--- src/rtl/wt_pkg.sv ---
package wt_pkg;
  typedef enum logic [2:0] {K_NORMAL, K_CTC, K_FAST, K_DUAL, K_HOLD} kind_e;
  typedef enum logic [1:0] {TS_FULL, TS_FIX, TS_CMPA, TS_CAP} tsrc_e;
  typedef enum logic [1:0] {UP_IMM, UP_TOP, UP_BOT} upd_e;
  typedef enum logic [1:0] {OV_MAX, OV_TOP, OV_BOT} ovp_e;

  typedef struct packed {
    kind_e      kind;
    tsrc_e      tsrc;
    logic [1:0] res;
    upd_e       upd;
    ovp_e       ovp;
  } mode_cfg_t;
endpackage

--- src/rtl/wt_mode_dec.sv ---
module wt_mode_dec
  import wt_pkg::*;
(
  input  logic [3:0] mode,
  output mode_cfg_t  cfg
);
  always_comb begin
    cfg = '{K_HOLD, TS_FULL, 2'd0, UP_IMM, OV_MAX};
    unique case (mode)
      4'd0:              cfg = '{K_NORMAL, TS_FULL, 2'd0, UP_IMM, OV_MAX};
      4'd1, 4'd2, 4'd3:  cfg = '{K_DUAL, TS_FIX, 2'(mode[1:0] - 2'd1), UP_TOP, OV_BOT};
      4'd4:              cfg = '{K_CTC, TS_CMPA, 2'd0, UP_IMM, OV_MAX};
      4'd5, 4'd6, 4'd7:  cfg = '{K_FAST, TS_FIX, 2'(mode[1:0] - 2'd1), UP_BOT, OV_TOP};
      4'd8:              cfg = '{K_DUAL, TS_CAP, 2'd0, UP_BOT, OV_BOT};
      4'd9:              cfg = '{K_DUAL, TS_CMPA, 2'd0, UP_BOT, OV_BOT};
      4'd10:             cfg = '{K_DUAL, TS_CAP, 2'd0, UP_TOP, OV_BOT};
      4'd11:             cfg = '{K_DUAL, TS_CMPA, 2'd0, UP_TOP, OV_BOT};
      4'd12:             cfg = '{K_CTC, TS_CAP, 2'd0, UP_IMM, OV_MAX};
      4'd14:             cfg = '{K_FAST, TS_CAP, 2'd0, UP_BOT, OV_TOP};
      4'd15:             cfg = '{K_FAST, TS_CMPA, 2'd0, UP_BOT, OV_TOP};
      default:           cfg = '{K_HOLD, TS_FULL, 2'd0, UP_IMM, OV_MAX};
    endcase
  end
endmodule

--- src/rtl/wt_pin_sync.sv ---
module wt_pin_sync #(
  parameter int STAGES = 2
) (
  input  logic clk,
  input  logic rst_n,
  input  logic pin,
  output logic rise
);
  logic [STAGES-1:0] sync_q, sync_d;
  logic              last_q;

  always_comb sync_d = {sync_q[STAGES-2:0], pin};

  always_ff @(posedge clk or negedge rst_n) begin
    if (!rst_n) begin
      sync_q <= '0;
      last_q <= 1'b0;
    end else begin
      sync_q <= sync_d;
      last_q <= sync_q[STAGES-1];
    end
  end

  assign rise = sync_q[STAGES-1] & ~last_q;
endmodule

--- src/rtl/wt_cmp_slot.sv ---
module wt_cmp_slot #(
  parameter int CW = 16
) (
  input  logic          clk,
  input  logic          rst_n,
  input  logic          wr,
  input  logic [CW-1:0] wdata,
  input  logic          imm,
  input  logic          load,
  output logic [CW-1:0] act_q
);
  logic [CW-1:0] buf_q, buf_d, act_d;

  always_comb begin
    buf_d = wr ? wdata : buf_q;
    act_d = act_q;
    if (imm) begin
      if (wr) act_d = wdata;
    end else if (load) begin
      act_d = buf_q;
    end
  end

  always_ff @(posedge clk or negedge rst_n) begin
    if (!rst_n) begin
      buf_q <= '0;
      act_q <= '0;
    end else begin
      buf_q <= buf_d;
      act_q <= act_d;
    end
  end
endmodule

--- src/rtl/wavetimer16.sv ---
module wavetimer16
  import wt_pkg::*;
#(
  parameter int CW       = 16,
  parameter int SYNC_LEN = 2
) (
  input  logic          clk,
  input  logic          rst_n,
  input  logic          tick_en,
  input  logic          ext_sel,
  input  logic          ext_pin,
  input  logic [1:0]    ctla_mode,
  input  logic [1:0]    ctlb_mode,
  input  logic          pwm_inv,
  input  logic [CW-1:0] wr_data,
  input  logic          cmp_a_wr,
  input  logic          cmp_b_wr,
  input  logic          cap_wr,
  input  logic [2:0]    flag_clr,
  output logic [CW-1:0] count,
  output logic          ovf_flag,
  output logic          cmp_a_flag,
  output logic          cmp_b_flag,
  output logic          pwm_out
);
  localparam int NCMP = 2;
  localparam logic [CW-1:0] ONES  = '1;
  localparam logic [CW-1:0] FIX8  = ONES >> (CW - 8);
  localparam logic [CW-1:0] FIX9  = ONES >> (CW - 9);
  localparam logic [CW-1:0] FIX10 = ONES >> (CW - 10);

  logic [3:0]    mode;
  mode_cfg_t     cfg;
  logic          ext_rise, cnt_en;
  logic [CW-1:0] cnt_q, cnt_d, cap_q, cap_d, top_val, fix_top;
  logic          up_q, up_d, pin_q, pin_d;
  logic [2:0]    flags_q, flags_d, flag_set;
  logic          at_top, at_zero, at_max, top_evt, bot_evt, load_evt, live;
  logic [NCMP-1:0] slot_wr, slot_hit;
  logic [CW-1:0] act [NCMP];

  assign mode = {ctlb_mode, ctla_mode};

  wt_mode_dec u_dec (.mode(mode), .cfg(cfg));

  wt_pin_sync #(.STAGES(SYNC_LEN)) u_sync (
    .clk(clk), .rst_n(rst_n), .pin(ext_pin), .rise(ext_rise)
  );

  assign cnt_en  = ext_sel ? ext_rise : tick_en;
  assign slot_wr = {cmp_b_wr, cmp_a_wr};

  generate
    for (genvar gi = 0; gi < NCMP; gi++) begin : g_slot
      wt_cmp_slot #(.CW(CW)) u_slot (
        .clk(clk), .rst_n(rst_n), .wr(slot_wr[gi]), .wdata(wr_data),
        .imm(cfg.upd == UP_IMM), .load(load_evt), .act_q(act[gi])
      );
      assign slot_hit[gi] = (cnt_q == act[gi]);
    end
  endgenerate

  always_comb begin
    unique case (cfg.res)
      2'd0:    fix_top = FIX8;
      2'd1:    fix_top = FIX9;
      default: fix_top = FIX10;
    endcase
    unique case (cfg.tsrc)
      TS_FIX:  top_val = fix_top;
      TS_CMPA: top_val = act[0];
      TS_CAP:  top_val = cap_q;
      default: top_val = ONES;
    endcase
  end

  assign live     = cnt_en && (cfg.kind != K_HOLD);
  assign at_top   = (cnt_q == top_val);
  assign at_zero  = (cnt_q == '0);
  assign at_max   = (cnt_q == ONES);
  assign top_evt  = at_top  && ((cfg.kind != K_DUAL) || up_q);
  assign bot_evt  = at_zero && ((cfg.kind != K_DUAL) || !up_q);
  assign load_evt = live && (((cfg.upd == UP_TOP) && top_evt) ||
                             ((cfg.upd == UP_BOT) && bot_evt));

  // counter and direction
  always_comb begin
    cnt_d = cnt_q;
    up_d  = up_q;
    if (cnt_en) begin
      unique case (cfg.kind)
        K_NORMAL: begin cnt_d = cnt_q + CW'(1); up_d = 1'b1; end
        K_CTC, K_FAST: begin
          cnt_d = at_top ? '0 : cnt_q + CW'(1);
          up_d  = 1'b1;
        end
        K_DUAL: begin
          if (up_q) begin
            if (cnt_q >= top_val) begin
              up_d  = 1'b0;
              cnt_d = at_zero ? '0 : cnt_q - CW'(1);
            end else begin
              cnt_d = cnt_q + CW'(1);
            end
          end else if (at_zero) begin
            up_d  = 1'b1;
            cnt_d = (top_val == '0) ? '0 : CW'(1);
          end else begin
            cnt_d = cnt_q - CW'(1);
          end
        end
        default: ;
      endcase
    end
  end

  // flags and output pin
  always_comb begin
    flag_set    = '0;
    flag_set[1] = live && slot_hit[0];
    flag_set[2] = live && slot_hit[1];
    unique case (cfg.ovp)
      OV_TOP:  flag_set[0] = live && top_evt;
      OV_BOT:  flag_set[0] = live && bot_evt;
      default: flag_set[0] = live && at_max;
    endcase
    flags_d = (flags_q & ~flag_clr) | flag_set;

    pin_d = pin_q;
    if (live) begin
      if (cfg.kind == K_FAST) begin
        if (top_evt)          pin_d = 1'b1;
        else if (slot_hit[1]) pin_d = 1'b0;
      end else if (cfg.kind == K_DUAL) begin
        if (slot_hit[1])      pin_d = !up_q;
      end
    end
    cap_d = cap_wr ? wr_data : cap_q;
  end

  always_ff @(posedge clk or negedge rst_n) begin
    if (!rst_n) begin
      cnt_q   <= '0;
      up_q    <= 1'b1;
      pin_q   <= 1'b0;
      flags_q <= '0;
      cap_q   <= '0;
    end else begin
      cnt_q   <= cnt_d;
      up_q    <= up_d;
      pin_q   <= pin_d;
      flags_q <= flags_d;
      cap_q   <= cap_d;
    end
  end

  assign count      = cnt_q;
  assign ovf_flag   = flags_q[0];
  assign cmp_a_flag = flags_q[1];
  assign cmp_b_flag = flags_q[2];
  assign pwm_out    = pin_q ^ pwm_inv;
endmodule

--- config.mk ---
export PLATFORM = sky130hd
export DESIGN_NAME = wavetimer16
export DESIGN_NICKNAME = d
export VERILOG_FILES = /design/src/rtl/wt_pkg.sv /design/src/rtl/wt_mode_dec.sv /design/src/rtl/wt_pin_sync.sv /design/src/rtl/wt_cmp_slot.sv /design/src/rtl/wavetimer16.sv
export SDC_FILE = /design/constraint.sdc
export NUM_CORES = 1
export LEC_CHECK = 0
export ABC_AREA = 1
export BUFFER_PORTS_ARGS = -buffer_cell sky130_fd_sc_hd__buf_2
export CORE_AREA = 2 2 168 121
export CTS_CLUSTER_SIZE = 40
export DETAILED_ROUTE_END_ITERATION = 8
export DIE_AREA = 0 0 170 123
export GPL_TIMING_DRIVEN = 0
export PLACE_DENSITY = 0.57
export RECOVER_POWER = 100
export SLEW_MARGIN = 15
export SYNTH_ARGS = -nofsm -noshare
export SYNTH_HDL_FRONTEND = slang
export SYNTH_SLANG_ARGS = --single-unit
export TNS_END_PERCENT = 20
--- constraint.sdc ---
create_clock -name clk -period 6 [get_ports clk]
set_clock_uncertainty 0.05 [all_clocks]
set_input_delay 0.3 -clock clk [delete_from_list [all_inputs] [get_ports clk]]
set_output_delay 0.3 -clock clk [all_outputs]
set_load 0.005 [all_outputs]
==> summary.txt <==
Yosys
  – Synth top area share: 38.81%
  – Seq/Total Area, Yosys: 39.20%
  – Syn Area/Cell: 7.487 sq um
  – Leading area contributor after synthesis: dfrtp_1
  – Synthesis Warnings: 0
  – Synth area leaders: dfrtp_1, nand2_1, o21ai_0, nand3_1, inv_1
  – Top-count cell post-synth: nand2_1
  – Ys async rst share: 100.0%
  – Synth cell types: 43
  – Synth Net Count: 944
  – Seq cells post-synth: 104
  – Top_reg_cell synth: dfrtp_1
  – Synth Instances: 887
  – Netlist Area Pre-Place: 0.006641 sq mm
  – EDFF count, synth: 0
  – Commonest cells in the netlist: nand2_1, inv_1, dfrtp_1

Pwr
  – Sw power: 1.081 mW
  – Clock power frac: 25.9%
  – Internal: 1.567 mW
  – Power Dens Cells: 352.0 mW/mm^2
  – Sequential share of power: 36.7%
  – Gate power share: 37.4%
  – Leak Pwr: 3.704 nW
  – Sw frac: 40.81%
  – Worst vdd ir: 0.0001580 V

Place
  – Placer Congestion: 0.9806
  – Detail Placement HPWL: 15940 um
  – Port bufs: 49
  – Dpl cell area: 0.007229 sq mm
  – Placed cells: 1184

Drt
  – DR WL/cell: 16.84 um
  – Initial DRC Count: 590
  – Vias: 6135
  – Antenna-violating nets left: 0
  – Vias/cell: 5.104
  – Drt total wl: 20240 um
  – First-pass detailed-route iteration total: 5
  – Residual DRC: 0

Setup path
  – Worst Path Required: 6.21 ns
  – CP peak stage delay: 0.44 ns
  – Critical-path top delay cell: clkbuf_1
  – Crit path kind: in2reg
  – CP Launch Type: primary input
  – Reg-to-Reg Start: g_slot[0].u_slot.act_q[12]
  – Crit. End Element: flip-flop
  – Arrival time worst endpoint: 5.12 ns
  – Crit path from: ctla_mode[0]
  – CP max FO: 10

CTS
  – Clk_lat worst skew: 0.37 ns
  – Clock Tree Buf Depth: 2
  – TritonCTS clock tree: yes
  – Post-CTS sizing: 0
  – H-tree Lvls: 3
  – CTS root buffer: clkbuf_16
  – Clock-pin transition on the worst setup and hold timing paths: 0.08 ns
  – CTS buffer count: 9
  – Clock Sinks: 104
  – Cts hold-fix bufs: 2
  – Setup bufs post-CTS: 0

Global routing
  – Overflow after GRT: 0
  – Vias in the first global route: 5768
  – Global Route met2 Usage: 28.14%
  – All-layer global routing usage: 20.58%
  – First-pass GRT wire length: 32410 um
  – Largest net degree at the start of global routing: 69
  – Met3 usage: 4.834%
  – GRT busiest layer: met1
  – Initial antenna violation count: 0
  – Met1 GRT Util: 32.57%

Outcome
  – Outcome: complete, but fails checks
  – Violated checks: max-capacitance violations, max-slew violations

Timing
  – Least-Margin Pin Slew: 2.046 ns
  – Relative slew slack: -36.39%
  – RSZ-0062 raised after global routing: no
  – Final Setup Violations: 0
  – Final min period: 4.902 ns
  – Hold Slack: 0.06020 ns
  – TNS Setup: 0 ns
  – Fmax: 204.0 MHz
  – Max Slew Vio Count: 107
  – Final Cycle Share: 81.70%
  – Fin. Hold Viols: 0

Die
  – Die width: 170 um
  – Initial core utilization: 34.29%
  – IO Count: 52
  – DIE AREA: 0.02091 sq mm
  – Row count: 43
  – Die Span Y: 123 um
  – Core area: 0.01937 sq mm

Cells and area
  – N_diodes: 0
  – Synth-to-Final Area Change: 13.26%
  – # fillers: 2060
  – Layout cells sized above 1: 10.58%
  – Final std cells w/o fill: 1202
  – Final-stage net count: 1007
  – Final Instance Area: 0.007522 sq mm

Worst hold path
  – Worst hold-check path type: in2reg
  – Hold path start: flag_clr[2]

Flow run
  – Max Cap Viol: 2
==> path summary, 6_finish.rpt <==
| path | endpoint | cells past startpoint | slack [ns] |
|---|---|---|---|
| max | g_slot[0].u_slot.act_q[10] | 25 | 1.10 |
| min | flags_q[2] | 2 | 0.06 |
| max reg2reg | g_slot[0].u_slot.act_q[10] | 15 | 2.66 |
| min reg2reg | u_sync.sync_q[1] | 0 | 0.30 |
| max in group asynchronous | g_slot[1].u_slot.buf_q[3] | 3 | 2.25 |
| min in group asynchronous | g_slot[0].u_slot.buf_q[0] | 2 | 1.01 |
==> worst max-delay path, delay by kind of cell <==
kind | cells | cell delay (ns)
AOI/OAI and AO/OA | 2 | 0.43
adders and majority gates | 2 | 0.53
buffers and inverters | 10 | 2.12
and+or+nand+nor | 11 | 1.72
==> logic make-up (layout without fill, tap and decap cells) <==
kind of cell	Yosys count	count (layout)	share of synthesized area, %
fa+ha+maj	25	25	4.710
simple gates	403	403	27.37
flops	104	104	39.21
buf+inv	152	220	9.401
xor+xnor	44	44	5.803
compound gates	151	151	12.15
mux	8	8	1.356
==> metal layers <==
| metal | vias to the layer above | share of wire, % |
|---|---|---|
| met5 | - | 0 |
| met4 | 0 | 0.79 |
| met3 | 14 | 6.8 |
| met2 | 179 | 39 |
| met1 | 2934 | 53 |
| li1 | 3008 | - |
==> state kept, by name, indices dropped and copies added (netlist names) <==
signal and cells:
u_sync.last_q 1, g_slot.u_slot.act_q 32, g_slot.u_slot.buf_q 32, pin_q 1, up_q 1, cap_q 16, count 16, flags_q 3
u_sync.sync_q 2
==> per-stage QoR <==
step	power [mW]	utilization, %	worst slack (ns)
6_report	2.648	38.84	1.098
5_1_grt	2.842	38.84	0.6057
4_1_cts	2.674	39.24	1.798
3_5_place_dp	1.971	37.33	1.442
3_3_place_gp	1.963	37.15	1.381
2_1_floorplan	1.635	-	2.651
==> power groups by stage <==
stage / registers [mW] / clock network (mW) / logic (mW)
after CTS: 0.973 / 0.706 / 0.995
final: 0.972 / 0.685 / 0.990
after global routing: 0.990 / 0.738 / 1.11
after global placement: 0.985 / 0 / 0.977
after detailed placement: 0.985 / 0 / 0.986
after floorplan: 0.937 / 0 / 0.698
==> cell usage in the layout, fill, tap and decap left out, types with 6 or more instances in the layout <==
cell	count
nand3_1	79
clkbuf_16	9
dfrtp_1	103
o21ai_0	104
nand2_1	216
nand3b_1	6
nor2_1	47
xnor2_1	13
buf_2	36
nand4_1	12
nand2_2	14
clkbuf_1	52
nor3_1	8
ha_1	25
inv_1	106
xor2_1	31
mux2_2	8
a21oi_1	30
==> final cells by class <==
| type | count | area (sq um) | share of cell area [%] |
|---|---|---|---|
| clock inverter | 7 | 126.4 | 1.680 |
| buffer | 42 | 191.4 | 2.545 |
| multi-input combinational | 631 | 3406 | 45.28 |
| sequential | 104 | 2604 | 34.61 |
| clock buffer | 9 | 225.2 | 2.994 |
| tap | 247 | 309.0 | 4.108 |
| timing repair buffer | 52 | 247.7 | 3.293 |
| inverter | 110 | 412.9 | 5.489 |
No activity file was read; power rests on OpenSTA's default activity.
